**config.mk**
```make
export PLATFORM = sky130hd
export DESIGN_NAME = hc_io_port
export DESIGN_NICKNAME = d
export VERILOG_FILES = /design/src/rtl/hcio_pkg.sv /design/src/rtl/hcio_row_sync.sv /design/src/rtl/hcio_key_merge.sv /design/src/rtl/hcio_ctrl_reg.sv /design/src/rtl/hc_io_port.sv
export SDC_FILE = /design/constraint.sdc
export NUM_CORES = 1
export LEC_CHECK = 0
export BUFFER_PORTS_ARGS = -buffer_cell sky130_fd_sc_hd__buf_2
export CAP_MARGIN = 20
export CORE_ASPECT_RATIO = 0.6
export CORE_MARGIN = 2
export CORE_UTILIZATION = 50
export CTS_CLUSTER_SIZE = 16
export DETAILED_ROUTE_END_ITERATION = 7
export GPL_TIMING_DRIVEN = 0
export PLACE_DENSITY = 0.78
export SETUP_SLACK_MARGIN = 0.15
export SYNTH_ARGS = -nofsm -noshare
export SYNTH_HDL_FRONTEND = slang
export SYNTH_SLANG_ARGS = --single-unit
```
**constraint.sdc**
```tcl
create_clock -name clk -period 1.7 [get_ports clk]
set_clock_uncertainty 0.05 [all_clocks]
set_input_delay 0.17 -clock clk [delete_from_list [all_inputs] [get_ports clk]]
set_output_delay 0.17 -clock clk [all_outputs]
set_load 0.03 [all_outputs]
```
**src/rtl/hcio_pkg.sv**
```systemverilog
package hcio_pkg;
    localparam int ADDR_W   = 16;
    localparam int DATA_W   = 8;
    localparam int NUM_ROWS = 8;
    localparam int ROW_BITS = 5;
    localparam int ROW_LSB  = 8;
    localparam logic [7:0] JOY_LOW = 8'h1F;
    localparam logic [7:0] IDLE_RD = 8'hFF;

    typedef enum logic [0:0] {
        RD_IDLE = 1'b0,
        RD_HOLD = 1'b1
    } rd_state_t;

    typedef enum logic [1:0] {
        SRC_MAIN,
        SRC_JOY,
        SRC_NONE
    } rd_src_t;
endpackage

```
**src/rtl/hcio_row_sync.sv**
```systemverilog
module hcio_row_sync #(
    parameter int NUM_ROWS = 8,
    parameter int ROW_BITS = 5,
    localparam int W = NUM_ROWS * ROW_BITS
) (
    input  logic         clk,
    input  logic         rst_n,
    input  logic [W-1:0] rows_async,
    output logic [W-1:0] rows_sync
);
    for (genvar k = 0; k < NUM_ROWS; k++) begin : g_row
        logic [ROW_BITS-1:0] stage1;
        logic [ROW_BITS-1:0] stage2;
        always_ff @(posedge clk or negedge rst_n) begin
            if (!rst_n) begin
                stage1 <= '1;
                stage2 <= '1;
            end else begin
                stage1 <= rows_async[k*ROW_BITS +: ROW_BITS];
                stage2 <= stage1;
            end
        end
        assign rows_sync[k*ROW_BITS +: ROW_BITS] = stage2;
    end
endmodule

```
**src/rtl/hcio_key_merge.sv**
```systemverilog
module hcio_key_merge #(
    parameter int NUM_ROWS = 8,
    parameter int ROW_BITS = 5
) (
    input  logic [NUM_ROWS*ROW_BITS-1:0] rows,
    input  logic [NUM_ROWS-1:0]          sel_n,
    output logic [ROW_BITS-1:0]          merged
);
    always_comb begin
        merged = '1;
        for (int k = 0; k < NUM_ROWS; k++) begin
            if (!sel_n[k]) begin
                merged = merged & rows[k*ROW_BITS +: ROW_BITS];
            end
        end
    end
endmodule

```
**src/rtl/hcio_ctrl_reg.sv**
```systemverilog
module hcio_ctrl_reg (
    input  logic       clk,
    input  logic       rst_n,
    input  logic       wr_hit,
    input  logic [7:0] wdata,
    output logic       spk_n,
    output logic       mic_n,
    output logic [2:0] border_rgb
);
    always_ff @(posedge clk or negedge rst_n) begin
        if (!rst_n) begin
            spk_n      <= 1'b0;
            mic_n      <= 1'b0;
            border_rgb <= 3'b000;
        end else if (wr_hit) begin
            spk_n      <= wdata[4];
            mic_n      <= wdata[3];
            border_rgb <= {wdata[1], wdata[2], wdata[0]};
        end
    end
endmodule

```
**src/rtl/hc_io_port.sv**
```systemverilog
module hc_io_port
    import hcio_pkg::*;
(
    input  logic                         clk,
    input  logic                         rst_n,
    input  logic [ADDR_W-1:0]            io_addr,
    input  logic                         io_rd,
    input  logic                         io_wr,
    input  logic [DATA_W-1:0]            io_wdata,
    output logic [DATA_W-1:0]            io_rdata,
    output logic                         io_rvalid,
    input  logic [NUM_ROWS*ROW_BITS-1:0] key_rows,
    input  logic                         ear_in,
    input  logic [ROW_BITS-1:0]          joy_in,
    output logic                         spk_n,
    output logic                         mic_n,
    output logic [2:0]                   border_rgb
);
    localparam int JOY_PAD = DATA_W - ROW_BITS;

    logic [NUM_ROWS*ROW_BITS-1:0] rows_s;
    logic [ROW_BITS-1:0]          merged;
    logic                         main_hit;
    rd_src_t                      src;
    logic [DATA_W-1:0]            rd_word;
    rd_state_t                    state_q, state_d;
    logic                         capture;

    assign main_hit = ~io_addr[0];

    hcio_row_sync #(.NUM_ROWS(NUM_ROWS), .ROW_BITS(ROW_BITS)) u_sync (
        .clk(clk), .rst_n(rst_n), .rows_async(key_rows), .rows_sync(rows_s)
    );

    hcio_key_merge #(.NUM_ROWS(NUM_ROWS), .ROW_BITS(ROW_BITS)) u_merge (
        .rows(rows_s), .sel_n(io_addr[ROW_LSB +: NUM_ROWS]), .merged(merged)
    );

    hcio_ctrl_reg u_ctrl (
        .clk(clk), .rst_n(rst_n), .wr_hit(io_wr && main_hit),
        .wdata(io_wdata), .spk_n(spk_n), .mic_n(mic_n), .border_rgb(border_rgb)
    );

    always_comb begin
        if (main_hit)                 src = SRC_MAIN;
        else if (io_addr[7:0] == JOY_LOW) src = SRC_JOY;
        else                          src = SRC_NONE;
    end

    always_comb begin
        unique case (src)
            SRC_MAIN: rd_word = {1'b1, ear_in, 1'b1, merged};
            SRC_JOY:  rd_word = {{JOY_PAD{1'b0}}, joy_in};
            default:  rd_word = IDLE_RD;
        endcase
    end

    // next-state logic
    always_comb begin
        state_d = state_q;
        capture = 1'b0;
        unique case (state_q)
            RD_IDLE: if (io_rd) begin
                capture = 1'b1;
                state_d = RD_HOLD;
            end
            RD_HOLD: if (!io_rd) state_d = RD_IDLE;
            default: state_d = RD_IDLE;
        endcase
    end

    // state register
    always_ff @(posedge clk or negedge rst_n) begin
        if (!rst_n) state_q <= RD_IDLE;
        else        state_q <= state_d;
    end

    // output register
    always_ff @(posedge clk or negedge rst_n) begin
        if (!rst_n) begin
            io_rvalid <= 1'b0;
            io_rdata  <= '0;
        end else begin
            io_rvalid <= capture;
            if (capture) io_rdata <= rd_word;
        end
    end
endmodule

```
==> results summary, run 1 <==
The type of the worst setup path is in -> reg. The number of synthesized register bits is 94. The Yosys step of the flow raised 0 warnings. By count the netlist is led by sky130_fd_sc_hd__dfstp_2, sky130_fd_sc_hd__o22ai_1, sky130_fd_sc_hd__dfrtp_1. The count of flip-flops with a built-in enable after synthesis came out at 0. The die height came out at 62.8 microns.

After detailed routing, the average wire length per cell comes to 14.5 microns. The area of the mapped netlist is 2880 sq um. The sequential-to-total area share from yosys stat is 85.2%. The die width is 102 microns. The synthesized netlist cell count came out at 161. The weighted congestion reported at the end of routability-driven placement came out at 0.769. The clock latency on the worst-skew pair is 0.35 ns. The area share of the largest cell type after synthesis is 73.0%. The power per cell area came out at 1040 nW/um^2. In this run the deepest clock path goes through 2 buffers. The number of H-tree branching levels came out at 3. The first global-routing pass estimated 8740 microns of wire. The number of different library cells used by synthesis comes to 23. The worst-case headroom to the max-slew limit came out at 72.2%. Using the TritonRoute via totals, the vias-per-cell ratio works out to 4.61.

The number of max-cap violations is 0. The final hold slack came out at 0.0262 ns. The CTS tree is yes. The critical path data required time came out at 1.92 ns. The number of port buffers came out at 84. The maximum fanout along the worst path came out at 5. The global routing usage on met3 is 8.05%.

The number of standard-cell rows in the floorplan came out at 21. The number of DRC markers after the initial detailed-route iteration is 49. The total clock sinks came out at 94. The count of final setup violators came out at 0. The path class of the tightest hold or removal check is in -> reg.

The post-route antenna net violation count came out at 0. The average cell area after synthesis is 17.9 sq um. The number of inserted filler cells in the final layout is 364. The number of CTS-inserted buffers came out at 9.

Across all layers, the routed design uses 1789 vias. The time the final worst path needs with I/O delays and setup is 1.51 ns. The clock-pin slew on the worst setup and hold paths came out at 0.08 ns. Global routing used 19.0% of the available tracks across all layers. The count of placed standard cells including taps is 326. The core region area is 5570 sq um.

The maximum clock frequency is 662 MHz. The number of non-filler instances in the completed layout is 388. The number of hold-slack violations in the final timing report was 0. The initial standard-cell utilization of the core came out at 51.7%. The total chip power came out at 4.24 mW. The number of nets in the synthesized netlist is 235. The number of nets in the layout is 378.

The via count of the first global-routing pass is 1810. The fraction of layout instances using a drive strength above 1 came out at 61.0%. Of the available clock period, the critical path in the final layout requires 88.9%. The post-synthesis to final-layout area growth is 41.6%. Data arrives at the worst endpoint at 1.73 ns. The maximum number of pins on one net before global-route repair came out at 83. The biggest area contributor in the post-synthesis netlist is sky130_fd_sc_hd__dfstp_2. The run finished with clean final reports. The worst-case IR drop observed on VDD is 0.599 mV.

For the pin with the worst max-slew slack, the measured transition is 0.416 ns. In the synthesized netlist the dominant register cell turns out to be sky130_fd_sc_hd__dfstp_2. The layer with the highest usage is met2. The overall die area is 6400 sq um.

The number of antenna violations at the first check in global routing is 0. After global routing the overflow that remains totals 0. The count of pins over their slew limit is 0.

The worst setup path is captured at a flop. The global routing met1 resource utilization came out at 26.1%. sky130_fd_sc_hd__dfstp_2 is the most common cell in the netlist. Sorting the synthesized cells by area gives the leading types as sky130_fd_sc_hd__dfstp_2, sky130_fd_sc_hd__dfrtp_1, sky130_fd_sc_hd__o22ai_1. The number of remaining DRC errors came out at 0.

In this run the count of I/O pins placed on the die edge is 88. The final routed wirelength across all metal layers is 5610 microns. The worst setup path is launched from an input pin. The number of diodes added for antenna fixing is 0. The global-route met2 utilization came out at 28.0%.

The leakage power figure is 1.76 nW. Counting flops with an async set or reset pin after synthesis yields a share of 100%. The wire-length estimate of the detail-placed layout is 3740 microns. The clock tree root buffer cell is sky130_fd_sc_hd__clkbuf_8.

Setup repair after global routing could not meet its margin everywhere. The pre-antenna-repair detailed-routing pass consisted of 4 iterations.
flip-flops by register name, summed over array words and instances (netlist names):
| name | count |
|---|---|
| io_rdata | 7 |
| u_sync.g_row.stage1 | 40 |
| u_ctrl.spk_n | 1 |
| u_ctrl.mic_n | 1 |
| state_q | 1 |
| u_sync.g_row.stage2 | 40 |
| io_rvalid | 1 |
| u_ctrl.border_rgb | 3 |
final timing paths:
kind                                      startpoint                         to  slack (ns)  cells after the start
max                                            io_rd                io_rdata[0]        0.19                      5
min                                        joy_in[1]                io_rdata[1]        0.03                      3
max reg2reg                                  state_q                io_rdata[3]        0.26                      4
min reg2reg                u_sync.g_row[2].stage1[0]  u_sync.g_row[2].stage2[0]        0.31                      0
max in group asynchronous                      rst_n  u_sync.g_row[0].stage2[1]        0.82                      3
min in group asynchronous                      rst_n  u_sync.g_row[6].stage1[2]        0.36                      2
final cells by class:
class | instances | area, sq um | share of cell area [%]
flip-flops and latches | 94 | 2450 | 60.1
clock inverters | 5 | 43.8 | 1.07
clock buffers | 10 | 128 | 3.13
plain buffers | 3 | 16.3 | 0.399
repair buffers | 132 | 921 | 22.6
inverters | 2 | 7.51 | 0.184
well taps | 80 | 100 | 2.45
multi-input cells | 62 | 409 | 10.0
metal layers:
metal / routed length (microns) / share of wire, % / up-vias
li1: - / - / 856
met1: 2560 / 46 / 878
met2: 2700 / 48 / 53
met3: 330 / 5.9 / 2
met4: 19 / 0.34 / 0
met5: 0 / 0 / -
per-stage QoR:
step / cell area [sq um] / TNS [ns] / setup WS (ns) / util (%)
final: 4080 / 0 / 0.189 / 73.2
after global routing: 4080 / 0 / 0.106 / 73.2
after CTS: 4070 / 0 / 0.171 / 73.1
after detailed placement: 3430 / 0 / 0.128 / 61.6
after global placement: 3400 / -3.36 / -0.240 / 61.0
after floorplan: 2880 / 0 / 0.420 / -
critical path, cell delays in order:
cell and delay, ns:
sky130_fd_sc_hd__dlygate4sd3_1 0.52, sky130_fd_sc_hd__buf_2 0.12, sky130_fd_sc_hd__or3b_1 0.45, sky130_fd_sc_hd__nor3_1 0.30, sky130_fd_sc_hd__o2bb2ai_1 0.16
cell usage in the layout (no fill, tap or decap):
cell / n
sky130_fd_sc_hd__or4b_1: 1
sky130_fd_sc_hd__nor3_1: 5
sky130_fd_sc_hd__nor2b_1: 1
sky130_fd_sc_hd__nor2_1: 5
sky130_fd_sc_hd__o21ai_0: 1
sky130_fd_sc_hd__o22ai_1: 20
sky130_fd_sc_hd__nor4_2: 1
sky130_fd_sc_hd__nand2b_1: 1
sky130_fd_sc_hd__nand3_1: 1
sky130_fd_sc_hd__dfstp_2: 80
sky130_fd_sc_hd__mux2_2: 5
sky130_fd_sc_hd__nor3_2: 1
sky130_fd_sc_hd__clkbuf_1: 2
sky130_fd_sc_hd__o21ai_1: 2
sky130_fd_sc_hd__clkbuf_8: 9
sky130_fd_sc_hd__clkinv_4: 3
sky130_fd_sc_hd__and3b_1: 1
sky130_fd_sc_hd__nor4_1: 4
sky130_fd_sc_hd__nand2_1: 2
sky130_fd_sc_hd__a21oi_1: 5
sky130_fd_sc_hd__o2bb2ai_1: 5
sky130_fd_sc_hd__inv_1: 2
sky130_fd_sc_hd__dfrtp_1: 14
sky130_fd_sc_hd__inv_6: 2
sky130_fd_sc_hd__buf_4: 2
sky130_fd_sc_hd__buf_2: 84
sky130_fd_sc_hd__buf_16: 1
sky130_fd_sc_hd__dlygate4sd3_1: 47
sky130_fd_sc_hd__or3b_1: 1
power breakdown:
group	internal (mW)	switching (mW)
Clock	0.541	0.727
Combinational	0.220	0.254
Sequential	2.45	0.0511
Total	3.21	1.03
cells by family (layout without fill, tap and decap cells):
family | after synthesis | after routing | synth area share [%]
compound gates | 33 | 33 | 7.26
buf+inv | 5 | 152 | 0.826
flops | 94 | 94 | 85.2
mux | 5 | 5 | 1.96
simple gates | 24 | 24 | 4.78
what timing repair did:
| action | CTS | global route |
|---|---|---|
| setup buffers | 0 | 0 |
| gates resized for setup | 0 | 1 |
| hold buffers | 47 | 0 |
| setup endpoints to repair | 0 | 2 |
| endpoints found under the hold margin | 72 | 0 |
(Power assumes the default switching activity.)
==> inputs of run 2 (changes only) <==
--- a/config.mk
+++ b/config.mk
@@ -14,6 +14,7 @@
 export DETAILED_ROUTE_END_ITERATION = 7
 export GPL_TIMING_DRIVEN = 0
 export PLACE_DENSITY = 0.78
+export REMOVE_ABC_BUFFERS = 1
 export SETUP_SLACK_MARGIN = 0.15
 export SYNTH_ARGS = -nofsm -noshare
 export SYNTH_HDL_FRONTEND = slang
==> results summary, run 2 (same netlist as run 1, synthesis figures left out) <==
The weighted congestion reported at the end of routability-driven placement came out at 0.769. The post-CTS setup buffer count came out at 0. The flow ran to the end, and the final reports show no timing, DRC or antenna violations. The type of the worst setup path is in -> reg. The repair_antennas step left the layout with diodes totalling 0.

Measured along the y axis, the die boundary spans 62.8 microns. The clock latency on the worst-skew pair came out at 0.34 ns. The tightest min-delay check is of the in -> reg type.

The number of inserted filler cells in the final layout is 356. The number of non-filler instances in the completed layout came out at 385. The fraction of layout instances using a drive strength above 1 came out at 62.0%. For the pin with the worst max-slew slack, the measured transition is 0.518 ns. Setup repair after global routing could not meet its margin everywhere. The die width came out at 102 microns. The proportion of power drawn by combinational gates came out at 10.6%. In this run the standard cell core region covers 5570 sq um. Summed over all cells, the static leakage comes to 1.77 nW. The pre-CTS setup slack is 0.0867 ns. The overall die area is 6400 sq um.

For this block, the initial DRC count from the detailed router was 66. For this design, the sink count on the clock tree is 94. After detailed placement, the design holds a cell count of 323.

The internal power is 3.44 mW. The combined flip-flop and latch cell area came out at 2450 sq um. The total grt overflow came out at 0. The number of top-level pins came out at 88. STA classifies the critical path startpoint as an input pin. Net switching is 23.4% of the power.

The maximum number of pins on one net before global-route repair came out at 55. Across the run, the number of max-cap violations was 0. The sequential share of power came out at 55.7%. The number of H-tree branching levels came out at 3.

The clock-pin slew on the worst setup and hold paths came out at 0.09 ns. The count of pins over their slew limit was 0. The final layout contains 374 nets. The final design utilization is 73.6%. TritonCTS built the clock tree.

The number of buffers on the longest clock path came out at 2. The number of vias per cell is 4.70. The arrival time of data at the critical path endpoint came out at 1.67 ns. For this run, the detailed router's first-pass iteration total came to 4. The final period utilization is 88.2%. The switching power total is 1.05 mW. The top cell types in the final layout, fill and taps aside, are sky130_fd_sc_hd__buf_2, sky130_fd_sc_hd__dfstp_2, sky130_fd_sc_hd__dlygate4sd3_1. Across the VDD grid, the largest voltage drop is 0.682 mV. The area of the multi-input gates came out at 414 sq um. The wire length of the first global-routing pass is 9150 microns. Headroom to the max-slew limit came out at 65.5%. The initial utilization of the core area, before any placement, comes to 51.7%. The critical path data required time is 1.87 ns. The worst setup path is captured at a flop. The routed length per placed instance is 15.4 microns. The total global routing track utilization is 20.0%. The post-route antenna net violation count came out at 0. For the final routed database, the setup TNS stands at 0 ns.

The maximum clock frequency is 667 MHz. The via count of the first global-routing pass came out at 1854. The maximum fanout along the worst path is 14. The number of standard-cell rows in the floorplan came out at 21. The final hold slack is 0.0205 ns.

The final routed wirelength across all metal layers is 5940 microns. After detailed routing, the number of remaining DRC violations is 0. After layout, the worst setup slack is 0.201 ns. The clock tree root buffer cell is sky130_fd_sc_hd__clkbuf_8. The clock period could shrink to 1.50 ns.

Buffers placed on the I/O ports in this run total 84. The power share of the clock group came out at 33.7%. The number of antenna violations at the first check in global routing is 0. The area growth from synthesis to layout is 42.4%. The library cell used most frequently in the layout, excluding fill and tap cells, is sky130_fd_sc_hd__buf_2. Dividing total power by cell area gives a power density of 1100 nW/um^2. The largest registers in the layout are u_sync.g_row.stage1: 40 flops, u_sync.g_row.stage2: 40 flops, io_rdata: 7 flops.

Setup violations remaining at the end of the flow were counted as 0. Clock tree synthesis inserted a total of 9 buffers. The number of hold-slack violations in the final timing report came out at 0. The count of vias placed by the detailed router is 1810.
## run 2: per-layer routing
metal  GRT usage [%]  up-vias  share of wire [%]  routed length [microns]
li1                -      850                  -                        -
met1            27.4      904                 45                     2640
met2            30.7       50                 49                     2890
met3            6.82        6                5.9                      351
met4            6.17        0               0.96                       57
met5               0        -                  0                        0
## run 2: power groups by stage
stage	registers, mW	clock network [mW]	logic (mW)
after floorplan	2.62	0	0.0827
after global placement	2.53	0	0.373
after detailed placement	2.54	0	0.389
after CTS	2.50	1.54	0.469
after global routing	2.52	1.67	0.515
final	2.50	1.51	0.475
## run 2: timing repair
action	in CTS	in global routing
setup endpoints to repair	0	2
gates resized for setup	0	2
hold buffers	46	0
endpoints found under the hold margin	59	0
## run 2: worst max-delay path: stages
cell	delay, ns
sky130_fd_sc_hd__dlygate4sd3_1	0.53
sky130_fd_sc_hd__buf_2	0.12
sky130_fd_sc_hd__nand2b_1	0.28
sky130_fd_sc_hd__nor4_1	0.47
sky130_fd_sc_hd__o2bb2ai_1	0.09
## run 2: path summary, 6_finish.rpt
path / slack [ns] / startpoint / end / depth (start not counted)
worst max-delay path: 0.20 / io_rd / io_rdata[2] / 5
worst min-delay path: 0.02 / io_wdata[4] / u_ctrl.spk_n / 2
worst max register to register: 0.21 / state_q / io_rdata[2] / 3
worst min register to register: 0.31 / u_sync.g_row[1].stage1[4] / u_sync.g_row[1].stage2[4] / 0
max in group asynchronous: 0.65 / rst_n / u_sync.g_row[6].stage1[4] / 3
min in group asynchronous: 0.28 / rst_n / u_ctrl.border_rgb[2] / 2
## run 2: cell type report
| cell class | count | area share, % |
|---|---|---|
| clock inverter | 5 | 1.53 |
| sequential | 94 | 59.8 |
| inverter | 2 | 0.183 |
| clock buffer | 11 | 3.69 |
| multi-input combinational | 62 | 10.1 |
| tap | 80 | 2.44 |
| timing repair buffer | 131 | 22.2 |
## run 2: stage by stage
| stage | cell area, sq um | total power [mW] |
|---|---|---|
| CTS | 4090 | 4.51 |
| floorplan | 2860 | 2.70 |
| global route | 4100 | 4.70 |
| detailed placement | 3410 | 2.93 |
| global placement | 3380 | 2.90 |
| finish | 4100 | 4.49 |
